`src/rtl/vtr_pkg.sv`:
```
package vtr_pkg;
  localparam int DW = 8;
  localparam int LW = 10;
  localparam int NFIELD = 3;

  localparam logic [DW-1:0] A_STD    = 8'h02;
  localparam logic [DW-1:0] A_VSE_LO = 8'h20;
  localparam logic [DW-1:0] A_VBS_LO = 8'h22;
  localparam logic [DW-1:0] A_VBE_LO = 8'h24;
  localparam logic [DW-1:0] A_OFS    = 8'h26;

  typedef enum int {F_VSE = 0, F_VBS = 1, F_VBE = 2} field_e;

  // Odd banks carry the 625-line set, even banks the 525-line set.
  function automatic logic [LW-1:0] bank_default(input int field, input int bank);
    logic odd;
    odd = (bank % 2) == 1;
    if (field == F_VSE) return odd ? 10'h001 : 10'h004;
    return odd ? 10'h26F : 10'h001;
  endfunction
endpackage

```
`src/rtl/vtr_ctrl.sv`:
```
module vtr_ctrl
  import vtr_pkg::*;
#(
  parameter int SEL_W = 2
) (
  input  logic             clk,
  input  logic             rst_n,
  input  logic             wr_en,
  input  logic [DW-1:0]    addr,
  input  logic [DW-1:0]    wdata,
  output logic [SEL_W-1:0] sel,
  output logic             sel_change,
  output logic [DW-1:0]    ofs
);
  logic sel_wr;
  logic ofs_wr;

  assign sel_wr     = wr_en && (addr == A_STD);
  assign ofs_wr     = wr_en && (addr == A_OFS);
  assign sel_change = sel_wr && (wdata[SEL_W-1:0] != sel);

  always_ff @(posedge clk) begin
    if (!rst_n) begin
      sel <= '0;
      ofs <= '0;
    end else begin
      if (sel_wr) sel <= wdata[SEL_W-1:0];
      if (ofs_wr) ofs <= wdata;
    end
  end
endmodule

```
`src/rtl/vtr_field.sv`:
```
module vtr_field
  import vtr_pkg::*;
#(
  parameter int             NBANKS  = 4,
  parameter int             SEL_W   = 2,
  parameter int             FIELD   = 0,
  parameter logic [DW-1:0]  LO_ADDR = 8'h20
) (
  input  logic             clk,
  input  logic             rst_n,
  input  logic             wr_en,
  input  logic [DW-1:0]    addr,
  input  logic [DW-1:0]    wdata,
  input  logic [SEL_W-1:0] sel,
  input  logic             flush,
  output logic [LW-1:0]    value
);
  localparam logic [DW-1:0] HI_ADDR = LO_ADDR + 8'd1;

  logic [DW-1:0] stage_q;
  logic          pend_q;
  logic          lo_wr;
  logic          hi_wr;
  logic [LW-1:0] bank_q [NBANKS];

  assign lo_wr = wr_en && (addr == LO_ADDR);
  assign hi_wr = wr_en && (addr == HI_ADDR);

  always_ff @(posedge clk) begin
    if (!rst_n) begin
      stage_q <= '0;
      pend_q  <= 1'b0;
    end else if (flush) begin
      pend_q  <= 1'b0;
    end else if (lo_wr) begin
      stage_q <= wdata;
      pend_q  <= 1'b1;
    end else if (hi_wr) begin
      pend_q  <= 1'b0;
    end
  end

  for (genvar b = 0; b < NBANKS; b++) begin : g_bank
    always_ff @(posedge clk) begin
      if (!rst_n) begin
        bank_q[b] <= bank_default(FIELD, b);
      end else if (hi_wr && (sel == SEL_W'(b))) begin
        bank_q[b] <= {wdata[LW-DW-1:0], pend_q ? stage_q : bank_q[b][DW-1:0]};
      end
    end
  end

  assign value = bank_q[sel];
endmodule

```
`src/rtl/vtr_regfile.sv`:
```
module vtr_regfile
  import vtr_pkg::*;
#(
  parameter int NBANKS = 4,
  localparam int SEL_W = (NBANKS > 1) ? $clog2(NBANKS) : 1
) (
  input  logic             clk,
  input  logic             rst_n,
  input  logic             wr_en,
  input  logic [7:0]       addr,
  input  logic [7:0]       wdata,
  output logic [7:0]       rdata,
  output logic [SEL_W-1:0] std_sel,
  output logic [9:0]       vs_end_line,
  output logic [9:0]       vb_start_line,
  output logic [9:0]       vb_end_line,
  output logic [7:0]       sync_offset
);
  localparam logic [DW-1:0] LO_ADDRS [NFIELD] = '{A_VSE_LO, A_VBS_LO, A_VBE_LO};

  logic          sel_change;
  logic [LW-1:0] fval [NFIELD];

  vtr_ctrl #(.SEL_W(SEL_W)) u_ctrl (
    .clk(clk), .rst_n(rst_n), .wr_en(wr_en), .addr(addr), .wdata(wdata),
    .sel(std_sel), .sel_change(sel_change), .ofs(sync_offset)
  );

  for (genvar f = 0; f < NFIELD; f++) begin : g_field
    vtr_field #(
      .NBANKS(NBANKS), .SEL_W(SEL_W), .FIELD(f), .LO_ADDR(LO_ADDRS[f])
    ) u_field (
      .clk(clk), .rst_n(rst_n), .wr_en(wr_en), .addr(addr), .wdata(wdata),
      .sel(std_sel), .flush(sel_change), .value(fval[f])
    );
  end

  assign vs_end_line   = fval[F_VSE];
  assign vb_start_line = fval[F_VBS];
  assign vb_end_line   = fval[F_VBE];

  always_comb begin
    rdata = '0;
    if (addr == A_STD) rdata = DW'(std_sel);
    else if (addr == A_OFS) rdata = sync_offset;
    for (int f = 0; f < NFIELD; f++) begin
      if (addr == LO_ADDRS[f]) rdata = fval[f][DW-1:0];
      if (addr == LO_ADDRS[f] + 8'd1) rdata = {{(2*DW-LW){1'b0}}, fval[f][LW-1:DW]};
    end
  end
endmodule

```
`config.mk`:
```
export PLATFORM = sky130hd
export DESIGN_NAME = vtr_regfile
export DESIGN_NICKNAME = d
export VERILOG_FILES = /design/src/rtl/vtr_pkg.sv /design/src/rtl/vtr_ctrl.sv /design/src/rtl/vtr_field.sv /design/src/rtl/vtr_regfile.sv
export SDC_FILE = /design/constraint.sdc
export NUM_CORES = 1
export LEC_CHECK = 0
export BUFFER_PORTS_ARGS = -buffer_cell sky130_fd_sc_hd__buf_4
export CAP_MARGIN = 20
export CELL_PAD_IN_SITES_DETAIL_PLACEMENT = 1
export CELL_PAD_IN_SITES_GLOBAL_PLACEMENT = 2
export CORE_AREA = 2 2 148 150
export DETAILED_ROUTE_END_ITERATION = 8
export DIE_AREA = 0 0 150 152
export GPL_ROUTABILITY_DRIVEN = 0
export PLACE_DENSITY = 0.78
export SLEW_MARGIN = 5
export SYNTH_ARGS = -nofsm -noshare
export SYNTH_HDL_FRONTEND = slang
export SYNTH_SLANG_ARGS = --single-unit
```
`constraint.sdc`:
```
create_clock -name clk -period 2.8 [get_ports clk]
set_input_delay 0.14 -clock clk [delete_from_list [all_inputs] [get_ports clk]]
set_output_delay 0.14 -clock clk [all_outputs]
set_load 0.05 [all_outputs]
```
[Word-level counts from Yosys, hierarchy flattened]
Memory sizes are Yosys's and may differ from the RTL's. A register that Yosys moved wholly into a read port is not among the register bits.
Cells that the tools add are included.
Word-level totals
  flip-flop bits (word level): 37
  RAM bits: 120
  output and inout port bits: 48
  logic and storage cells: 195
  memories kept: 3
Memory list
  g_field[0].u_field.bank_q: depth 4, bits a word 10, rd ports 1, clocked after Yosys merged registers in 1, wr ports 4, line vtr_field.sv:24  | logic [LW-1:0] bank_q [NBANKS];
  g_field[1].u_field.bank_q: depth 4, bits a word 10, rd ports 1, clocked after Yosys merged registers in 1, wr ports 4, line vtr_field.sv:24
  g_field[2].u_field.bank_q: depth 4, bits a word 10, rd ports 1, clocked after Yosys merged registers in 1, wr ports 4, line vtr_field.sv:24
Operators by class
  equal/unequal tests: 24
  multiplexer cells: 93
  bitwise logic cells: 26
  reductions and logical operators: 41
Operators with widths (number)
  8-bit 2-to-1 mux: 32
  8-bit by 6-bit == test with 1-bit output, second input constant: 7
  1-bit 2-to-1 mux: 43
  2-bit 2-to-1 mux: 18
  2-bit AND reduction: 15
  1-bit OR: 24
  1-bit logical AND: 21
  1-bit != test, second input constant: 12
  8-bit by 2-bit == test with 1-bit output, second input constant: 1
  2-bit nonzero test: 3
  2-bit == test, second input constant: 2
  2-bit by 1-bit == test with 1-bit output, second input constant: 1
  2-bit logical NOT: 1
  2-bit != test: 1
  1-bit NOT: 2
  2-bit OR reduction: 1

[Longest topological paths before layout]
Gate-level depths: netlist (run 1).
  depth in word-level cells: 9
  mapped depth: 7
  mapped depth without buffers: 5

[By module]
From an unflattened synthesis (run 1), not the netlist that was laid out.
Second synthesis, totals
  cell total of the unflattened synthesis: 621
  area total of the unflattened synthesis: 7646.1 µm²
By module, submodules not included
  vtr_field (g_field[2].u_field): instances 1, cells an instance 172, area an instance 2280.9 µm², seq. area each 1381.3 µm²
  vtr_field (g_field[1].u_field): instances 1, cells an instance 172, area an instance 2250.9 µm², seq. area each 1381.3 µm²
  vtr_field (g_field[0].u_field): instances 1, cells an instance 169, area an instance 2194.6 µm², seq. area each 1381.3 µm²
  vtr_ctrl: instances 1, cells an instance 49, area an instance 470.5 µm², seq. area each 200.2 µm²
  vtr_regfile: instances 1, cells an instance 59, area an instance 449.2 µm², seq. area each 0.0 µm²

[Least setup slack after synthesis (run 1)]
No wires, ideal clock.
  path kind: reg-to-output
  start point: register (tool-made name)
  end point: output rdata[6]
  arrival time: 2.526 ns
  data required time: 2.660 ns
  path slack: 0.134 ns
  cell stages (with the launch flop): 5
  buffers on the path: 1
  cell sequence: dfxtp_1 buf_1 mux4_2 mux4_2 nor3b_1
RTL lines
  end, declared: line vtr_regfile.sv:12  | output logic [7:0] rdata,

==> qor.txt, run 1 <==
Status: finished, final reports clean
Sequential-to-total area share from yosys stat: 60.02%
Vias in the first global route: 5188
Starting Density: 34.21%
Worst path buffer plus inverter count: 1
Mapped Cells: 571
Power Density: 588.1 mW/mm^2
CTS Buf Count: 17
Final Hold Viols: 0
Syn_nets: 590
Core Box Area: 0.02135 sq mm
Tcrit/Tclk final: 91.42%
Max_slew headroom: 51.34%
Startpoint types: flip-flop
Register-to-register setup slack: 550 ps
Register share of total power: 50.0%
Routed Antenna Nets: 0
Fraction of layout cells with a size suffix above 1: 25.00%
Sw Share: 24.13%
HPWL reported at the end of detailed placement: 14660 um
Avg WL per Cell: 22.10 um
CP most frequent cell: mux4_2
Synth warn: 0
Starting DRT DRC Count: 405
Count leader, synth: edfxtp_1
Leak: 3.031 nW
Global-route wire length before repair: 31750 um
Final setup violation count: 0
Max Cap Violations: 0
Grt ovf: 0
Cell Area, Placed: 0.008183 sq mm
RSZ-0062 raised after global routing: no
Worst Clk Skew: 8.246 ps
Synth top area cells: edfxtp_1 49%, dfxtp_1 11%, mux4_2 9.6%
Most used DFF post-synth: edfxtp_1
Drt first pass iters: 5
Data required time at the worst endpoint: 2660 ps
Root buf cell: clkbuf_16
Peak supply drop: 0.3814 mV
Synth top area share: 49.33%
Site Rows: 54
DR vias: 4892
Total power: 5.160 mW
Worst-Skew Late Latency: 430 ps
Crit-path leading delay family: multiplexers
Number of synthesized register bits: 159
Largest net degree at the start of global routing: 67
CTS tree: done
Clock power share: 44.3%
Internal power: 3.915 mW
CP Cell Sequence: mux4_2 -> mux4_2 -> nor3b_1 -> buf_4
Final setup TNS: 0 ps
Die width: 150 um
DIE AREA: 0.02280 sq mm
Area leader, netlist: edfxtp_1
Worst slew pin tran: 729.9 ps
Number of enable flip-flop cells after synthesis: 120
Avg Cell Area, Syn: 12.79 sq um
Post-route minimum period: 2560 ps
Detailed Route WL: 20690 um
Layout Nets: 662
# IOs: 67
Final instance area: 0.008775 sq mm
Hold Crit Class: input port to flip-flop
Via/cell ratio: 5.226
Global Route Usage Sum: 18.85%
Max Fclk: 390.6 MHz
Diodes inserted: 0
Initial antenna violation count: 0
Crit path DAT: 2420 ps
PortBufs: 66
WS Path Type: flip-flop to output pin
CTS HTree Levels: 4
CTS Buffer Depth: 2
Fin. max-slew vios: 0
Die Ht: 152 um
Synth cell types: 40
Clk sink count: 159
CP max stage cell: mux4_2
Logic pwr share: 5.7%
NetSw: 1.245 mW
Slowest stage delay, CP: 590 ps
Mapped Area: 0.007305 sq mm
Area grow syn2layout: 20.13%
Post-synth ARST share: 0%
DRC: 0
Critical Path Fanout Max: 13
Top cells by count, synth: 120 x edfxtp_1, 65 x and2_1, 40 x nand2_1
Clock-pin slew on the worst setup and hold paths: 70 ps
CP Capture Type: output pin
layout by cell type, fill, tap and decap left out, types with 3 or more instances in the layout:
master | synthesis | routed
nor2b_1 | 24 | 24
nor3_1 | 5 | 5
a21boi_0 | 12 | 12
mux2i_1 | 30 | 30
edfxtp_1 | 120 | 120
clkinv_4 | 0 | 3
inv_6 | 0 | 3
nand4_1 | 4 | 4
a21boi_1 | 4 | 4
buf_4 | 2 | 93
nand2_1 | 40 | 40
nor3b_1 | 3 | 3
a21oi_1 | 7 | 7
inv_8 | 0 | 3
nor2_1 | 38 | 38
or3_1 | 32 | 32
nand3_1 | 18 | 18
nand2b_1 | 4 | 4
dfxtp_1 | 39 | 38
o21ai_0 | 26 | 26
mux4_2 | 31 | 31
clkinvlp_4 | 0 | 5
o22ai_1 | 8 | 8
clkbuf_16 | 0 | 17
and2_1 | 65 | 65
flip-flops by register name (all words and copies together) (netlist names), named ones only:
register / cells
g_field.u_field.stage_q: 24
g_field.u_field.bank_q: 120
u_ctrl.ofs: 8
u_ctrl.sel: 2
g_field.u_field.pend_q: 3
routing by layer:
| metal | GRT usage, % | vias up | wire [um] |
|---|---|---|---|
| met5 | 0 | - | 0 |
| met1 | 24.93 | 2525 | 9064 |
| met3 | 3.303 | 25 | 713 |
| met4 | 5.975 | 0 | 356 |
| met2 | 31.46 | 99 | 10550 |
| li1 | - | 2243 | - |
worst min-delay path, delay by kind of cell:
kind            cells  cell delay [ps]
buf+inv             1              140
simple gates        1               70
compound gates      1               60
final timing paths:
path	cells past startpoint	endpoint	from
hold reg to reg	2	g_field[0].u_field.pend_q$_SDFFE_PP0P_	g_field[0].u_field.pend_q$_SDFFE_PP0P_
setup / recovery	4	rdata[6]	flip-flop
hold / removal	3	g_field[2].u_field.stage_q[6]$_SDFFE_PN0P_	wdata[6]
setup reg to reg	3	g_field[1].u_field.bank_q[2][6]$_SDFFCE_PN0P_	u_ctrl.sel[1]$_SDFFE_PN0P_
layout make-up:
type,instances,area [sq um]
fillers,2288,12580
flip-flops and latches,159,4388
multi-input cells,369,2725
repair buffers,95,728.2
clock buffers,17,425.4
well taps,280,350.3
clock inverters,15,153.9
inverters,1,3.754
cells by family (layout without fill, tap and decap cells):
family | after synthesis | after routing | share of synthesized area, %
DFF | 159 | 159 | 60.02
AOI/OAI and AO/OA | 60 | 60 | 4.882
buffers and inverters | 43 | 128 | 2.672
muxes | 61 | 61 | 13.67
xor gates and xnor gates | 2 | 2 | 0.2399
and+or+nand+nor | 246 | 246 | 18.52
timing repair:
action,in CTS,in global routing
endpoints found under the setup margin,0,4
endpoints found under the hold margin,1,0
hold buffers,1,0
gates resized for setup,0,1
setup buffers,0,0
metrics by stage:
step	util (%)	setup slack, ps	hold WS (ps)	cells
2_1_floorplan	-	133.9	279.2	571
3_3_place_gp	38.33	533.0	455.4	903
3_5_place_dp	38.33	494.1	452.4	903
4_1_cts	41.09	14.71	1.861	936
5_1_grt	41.10	147.3	26.77	936
6_report	41.10	240.1	22.52	936
power by group through the flow:
stage	sequential [mW]	clock, mW	combinational, mW
CTS	2.58	2.33	0.296
floorplan	2.63	0	0.172
global route	2.58	2.41	0.310
detailed placement	2.63	0	0.295
finish	2.58	2.29	0.295
global placement	2.63	0	0.290
No activity file was read; power rests on OpenSTA's default activity.
==> inputs of run 2 (changes only) <==
--- a/config.mk
+++ b/config.mk
@@ -5,7 +5,7 @@
 export SDC_FILE = /design/constraint.sdc
 export NUM_CORES = 1
 export LEC_CHECK = 0
-export BUFFER_PORTS_ARGS = -buffer_cell sky130_fd_sc_hd__buf_4
+export BUFFER_PORTS_ARGS = -buffer_cell sky130_fd_sc_hd__buf_2
 export CAP_MARGIN = 20
 export CELL_PAD_IN_SITES_DETAIL_PLACEMENT = 1
 export CELL_PAD_IN_SITES_GLOBAL_PLACEMENT = 2
==> run 2 against run 1 <==
- core utilization is 0.82 points lower
- die area unchanged
- clock power barely moved
- design area shrank 2.0%
- maximum frequency down 4.4%
- setup slack worse by 120 ps
- sequential cell count stayed put
- sequential share of layout area is 0.99 points higher
- combinational power decreased by 6.8%
- largest cell class unchanged
- highest routed layer is now met5
==> qor.txt, run 2 (same netlist as run 1, synthesis figures left out) <==
Final setup violation count: 0 (unchanged)
DR vias: 4961 (+1.4%)
Top reg by flops: g_field.u_field.bank_q
Worst-Skew Late Latency: 420 ps (about the same)
Max Cap Violations: 0 (unchanged)
Critical Path Fanout Max: 30 (+17)
Site Rows: 54 (unchanged)
Drt first pass iters: 5 (unchanged)
Die width: 150 um (unchanged)
FF+latch area: 0.004385 sq mm (about the same)
PortBufs: 66 (unchanged)
Cts hold-fix bufs: 0 (-1)
Via/cell ratio: 5.306 (+1.5%)
Place WS: 446.4 ps (-47.62 ps)
Post-route minimum period: 2678 ps (+118.4 ps)
Power Density: 599.8 mW/mm^2 (+2.0%)
WS Path Type: flip-flop to output pin
Largest register FFs: 120 (unchanged)
Data required time at the worst endpoint: 2660 ps (about the same)
CTS Buf Count: 17 (unchanged)
DIE AREA: 0.02280 sq mm (unchanged)
Largest net degree at the start of global routing: 67 (unchanged)
# fillers: 2307 (+0.83%)
Hold Crit Class: input port to flip-flop
Clk sink count: 159 (unchanged)
Final Hold Viols: 0 (unchanged)
Final setup TNS: 0 ps (unchanged)
Multi-input logic area: 0.002725 sq mm (unchanged)
Worst slew pin tran: 706.1 ps (-23.78 ps)
HPWL reported at the end of detailed placement: 14430 um (-1.5%)
CP Capture Type: output pin
Fin. max-slew vios: 0 (unchanged)
Global Route Usage Sum: 18.24% (-0.61 points)
Core Box Area: 0.02135 sq mm (unchanged)
Leak: 3.003 nW (-0.92%)
Regs by FF count: g_field.u_field.bank_q (120), g_field.u_field.stage_q (24), u_ctrl.ofs (8)
Clock power share: 44.7% (+0.4 points)
Clock-pin slew on the worst setup and hold paths: 60 ps (about the same)
Internal power: 3.973 mW (+1.5%)
DRC: 0 (unchanged)
# IOs: 67 (unchanged)
Final setup margin: 121.7 ps (-118.4 ps)
Grt ovf: 0 (unchanged)
CTS Buffer Depth: 2 (unchanged)
NetSw: 1.185 mW (-4.9%)
Avg WL per Cell: 21.58 um (-2.4%)
Area grow syn2layout: 17.73%
DR WL met2: 10490 um (-0.63%)
CTS HTree Levels: 4 (unchanged)
Sw Share: 22.97% (-1.2 points)
Initial antenna violation count: 1 (+1)
Max Fclk: 373.4 MHz (-4.4%)
Global-route wire length before repair: 31040 um (-2.2%)
Commonest non-fill, non-tap cells in the layout: 120 x edfxtp_1, 66 x buf_2, 65 x and2_1
RSZ-0062 raised after global routing: no
Max_slew headroom: 52.93% (+1.6 points)
Routed Antenna Nets: 0 (unchanged)
Status: finished, final reports clean
WL met3: 811 um (+14%)
Layout Nets: 661 (-0.15%)
Root buf cell: clkbuf_16
R2R depth: 3 (unchanged)
CTS tree: done
Crit path DAT: 2540 ps (+120 ps)
Startpoint types: flip-flop
Most common cell after layout, fill and taps aside: edfxtp_1
Peak supply drop: 0.3399 mV (-11%)
Worst Clk Skew: 7.021 ps (-1.225 ps)
Starting Density: 34.21% (unchanged)
Tcrit/Tclk final: 95.65% (+4.2 points)
Diodes inserted: 0 (unchanged)
Vias in the first global route: 5168 (-0.39%)
Die Ht: 152 um (unchanged)
Setup Fix Bufs, Post-CTS: 0 (unchanged)
Starting DRT DRC Count: 373 (-7.9%)
Highest Signal Layer: met5
Logic pwr share: 5.3% (-0.4 points)
CTS resizes: 0 (unchanged)
Detailed Route WL: 20180 um (-2.5%)
Register share of total power: 50.0% (about the same)
Cell depth of the worst hold path: 3 (unchanged)
Fraction of layout cells with a size suffix above 1: 24.89% (-0.11 points)
Met1 Routed Length: 8613 um (-5.0%)
==> run 2: cell count changes in the layout (fill, tap and decap cells not counted), sizes merged <==
cell / before / now
clkinvlp: 5 / 3
bufinv: 1 / 2
clkinv: 3 / 4
dlygate4sd3: 1 / 0
==> run 2: power groups by stage <==
stage | logic (mW) | registers [mW] | clock network, mW
floorplan | 0.172 | 2.63 | 0
global placement | 0.271 | 2.63 | 0
detailed placement | 0.276 | 2.63 | 0
CTS | 0.277 | 2.58 | 2.34
global route | 0.290 | 2.58 | 2.44
finish | 0.275 | 2.58 | 2.30
==> run 2: final cells by class <==
cell class              instances  share of cell area [%]
multi-input cells             369                   31.69
inverters                       1                 0.04365
flip-flops and latches        159                   51.00
repair buffers                 94                   6.431
clock inverters                15                   1.819
clock buffers                  17                   4.947
well taps                     280                   4.074
==> run 2: critical path, stage by stage, from the launching register on <==
cell	delay [ps]
dfxtp_2	340
buf_12	270
mux4_2	610
mux4_2	460
nor3b_1	180
buf_2	230
==> run 2: worst paths after layout <==
kind,slack (ps),startpoint,end
worst min-delay path,40,wdata[5],g_field[2].u_field.stage_q[5]$_SDFFE_PN0P_
worst max register to register,680,u_ctrl.sel[1]$_SDFFE_PN0P_,g_field[1].u_field.bank_q[2][4]$_SDFFCE_PN0P_
worst min register to register,460,g_field[0].u_field.pend_q$_SDFFE_PP0P_,g_field[0].u_field.pend_q$_SDFFE_PP0P_
worst max-delay path,120,flip-flop,rdata[6]
==> run 2: layer usage <==
metal  vias up  GRT usage (%)
li1       2244              -
met1      2590          23.53
met2       105          31.14
met3        20          3.453
met4         2          5.346
met5         -              0
==> run 2: per-stage QoR <==
stage | cells | utilization (%) | cell area (sq um) | hold WS [ps] | power [mW]
floorplan | 571 | - | 7305 | 279.2 | 2.797
global placement | 903 | 37.55 | 8018 | 448.7 | 2.900
global route | 935 | 40.28 | 8600 | 29.24 | 5.316
detailed placement | 903 | 37.55 | 8018 | 456.8 | 2.907
CTS | 935 | 40.28 | 8600 | 23.15 | 5.195
finish | 935 | 40.28 | 8600 | 39.87 | 5.158
==> inputs of run 3 (changes only) <==
--- a/config.mk
+++ b/config.mk
@@ -10,6 +10,7 @@
 export CELL_PAD_IN_SITES_DETAIL_PLACEMENT = 1
 export CELL_PAD_IN_SITES_GLOBAL_PLACEMENT = 2
 export CORE_AREA = 2 2 148 150
+export CTS_BUF_LIST = sky130_fd_sc_hd__clkbuf_8
 export DETAILED_ROUTE_END_ITERATION = 8
 export DIE_AREA = 0 0 150 152
 export GPL_ROUTABILITY_DRIVEN = 0
==> run 3 against run 2 <==
- power fell by 11%
- non-clock buffer count rose by 12
- clock power fell by 26%
- global-route usage fell by 0.17 points
- critical path type unchanged
- critical endpoint unchanged
- largest cell class unchanged
- largest power group unchanged
==> qor.txt, run 3 (same netlist as run 1, synthesis figures left out) <==
Die Ht: 152 um (unchanged)
Final setup TNS: 0 ps (unchanged)
Final setup margin: 121.9 ps (+0.2090 ps)
Regs by FF count: g_field.u_field.bank_q (120), g_field.u_field.stage_q (24), u_ctrl.ofs (8)
Max_slew headroom: 53.81% (+0.88 points)
Met1 Routed Length: 8768 um (+1.8%)
Highest Signal Layer: met5
Detailed Route WL: 20400 um (+1.1%)
HPWL reported at the end of detailed placement: 14430 um (unchanged)
DRC: 0 (unchanged)
Worst-Skew Late Latency: 460 ps (+40 ps)
Final Hold Viols: 0 (unchanged)
Via/cell ratio: 5.246 (-1.1%)
Register-to-register setup slack: 690 ps (about the same)
Max Fclk: 373.4 MHz (about the same)
DIE AREA: 0.02280 sq mm (unchanged)
CP Cell Sequence: buf_12 -> mux4_2 -> mux4_2 -> nor3b_1 -> buf_2
Root buf cell: clkbuf_8
Site Rows: 54 (unchanged)
CTS resizes: 0 (unchanged)
Global Route Usage Sum: 18.07% (-0.17 points)
CTS Buffer Depth: 2 (unchanged)
Grt ovf: 0 (unchanged)
# IOs: 67 (unchanged)
Crit-path leading delay family: multiplexers
Diodes inserted: 0 (unchanged)
Max Cap Violations: 0 (unchanged)
Core Box Area: 0.02135 sq mm (unchanged)
WS Path Type: flip-flop to output pin
Largest net degree at the start of global routing: 67 (unchanged)
Critical Path Fanout Max: 13 (-57%)
R2R depth: 3 (unchanged)
Fraction of layout cells with a size suffix above 1: 25.79% (+0.90 points)
Initial antenna violation count: 1 (unchanged)
Fin. max-slew vios: 0 (unchanged)
Status: finished, final reports clean
Peak supply drop: 0.2552 mV (-25%)
Crit path DAT: 2540 ps (about the same)
Routed Antenna Nets: 0 (unchanged)
Clk sink count: 159 (unchanged)
Critical Path Sink: rdata[6]
DR WL met2: 10390 um (-0.96%)
PortBufs: 66 (unchanged)
Most common cell after layout, fill and taps aside: edfxtp_1
WL met3: 796 um (-1.8%)
Power Density: 535.9 mW/mm^2 (-11%)
DR vias: 4968 (+0.14%)
Leak: 2.982 nW (-0.69%)
Commonest non-fill, non-tap cells in the layout: 120 x edfxtp_1, 66 x buf_2, 65 x and2_1
Startpoint types: flip-flop
Post-route minimum period: 2678 ps (-0.2090 ps)
Top reg by flops: g_field.u_field.bank_q
Total power: 4.567 mW (-11%)
Avg WL per Cell: 21.54 um (-0.18%)
Vias in the first global route: 5139 (-0.56%)
Tcrit/Tclk final: 95.65% (about the same)
CTS Buf Count: 17 (unchanged)
CP most frequent cell: mux4_2
Hold Crit Class: input port to flip-flop
CTS HTree Levels: 4 (unchanged)
Layout Nets: 673 (+1.8%)
CTS tree: done
CP max stage cell: mux4_2
Worst slew pin tran: 692.9 ps (-13.26 ps)
RSZ-0062 raised after global routing: no
Area grow syn2layout: 16.68%
CP Capture Type: output pin
Worst path buffer plus inverter count: 2 (unchanged)
Data required time at the worst endpoint: 2660 ps (about the same)
Largest register FFs: 120 (unchanged)
Starting Density: 34.21% (unchanged)
Clock-pin slew on the worst setup and hold paths: 90 ps (+30 ps)
Die width: 150 um (unchanged)
Drt first pass iters: 4 (-1)
Levels on crit path: 5 (unchanged)
Place WS: 446.4 ps (unchanged)
Global-route wire length before repair: 30730 um (-1.0%)
Worst Clk Skew: 10.70 ps (+3.680 ps)
Slowest stage delay, CP: 570 ps (-40 ps)
Final setup violation count: 0 (unchanged)
Worst r2r dst: g_field[1].u_field.bank_q[2][4]$_SDFFCE_PN0P_
Starting DRT DRC Count: 423 (+13%)
RR Startpoint: u_ctrl.sel[1]$_SDFFE_PN0P_
==> run 3: changes by cell type in the layout (fill, tap and decap cells not counted), sizes merged <==
cell         previous run  this run
dlygate4sd3             0         3
clkbuf                 17        18
buf                    94       102
==> run 3: worst min-delay path by stage <==
| stage | from | end | slack, ps | cells after the start |
|---|---|---|---|---|
| final | wdata[4] | g_field[2].u_field.stage_q[4]$_SDFFE_PN0P_ | 30 | 3 |
| after global routing | wdata[3] | g_field[2].u_field.stage_q[3]$_SDFFE_PN0P_ | 30 | 3 |
| after CTS | wdata[3] | g_field[2].u_field.stage_q[3]$_SDFFE_PN0P_ | 2 | 3 |
| after detailed placement | g_field[0].u_field.pend_q$_SDFFE_PP0P_ | g_field[0].u_field.pend_q$_SDFFE_PP0P_ | 460 | 2 |
| after global placement | g_field[0].u_field.pend_q$_SDFFE_PP0P_ | g_field[0].u_field.pend_q$_SDFFE_PP0P_ | 450 | 2 |
| after floorplan | wdata[4] | g_field[2].u_field.stage_q[4]$_SDFFE_PN0P_ | 280 | 2 |
==> run 3: timing repair <==
action	4_1_cts	5_1_grt
endpoints found under the setup margin	0	1
setup buffers	0	8
hold endpoints to repair	4	0
hold buffers	3	0
==> run 3: final cells by class <==
class | count | area, sq um
well taps | 280 | 350.3
flip-flops and latches | 159 | 4385
repair buffers | 106 | 668.1
clock inverters | 15 | 156.4
clock buffers | 17 | 234.0
fillers | 2328 | 12830
inverters | 1 | 3.754
multi-input cells | 369 | 2725
==> run 3: worst min-delay path, cell delays in order <==
cell and delay [ps]:
buf_2 150, nand2_1 90, a21boi_1 70
==> run 3: through the flow <==
stage / util, % / cells / instance area, sq um / hold WS [ps]
6_report: 39.92 / 947 / 8523 / 32.83
3_3_place_gp: 37.55 / 903 / 8018 / 448.7
2_1_floorplan: - / 571 / 7305 / 279.2
4_1_cts: 39.52 / 938 / 8438 / 2.314
3_5_place_dp: 37.55 / 903 / 8018 / 456.8
5_1_grt: 39.92 / 947 / 8523 / 32.33
==> run 3: power by group <==
group          switching [mW]  internal [mW]
Combinational           0.192         0.0853
Sequential             0.0132           2.56
Clock                   0.911          0.802
==> run 3: routing by layer <==
metal | global-route usage, % | vias to the layer above
li1 | - | 2260
met2 | 30.51 | 115
met1 | 23.27 | 2559
met5 | 0 | -
met4 | 6.379 | 2
met3 | 3.213 | 32
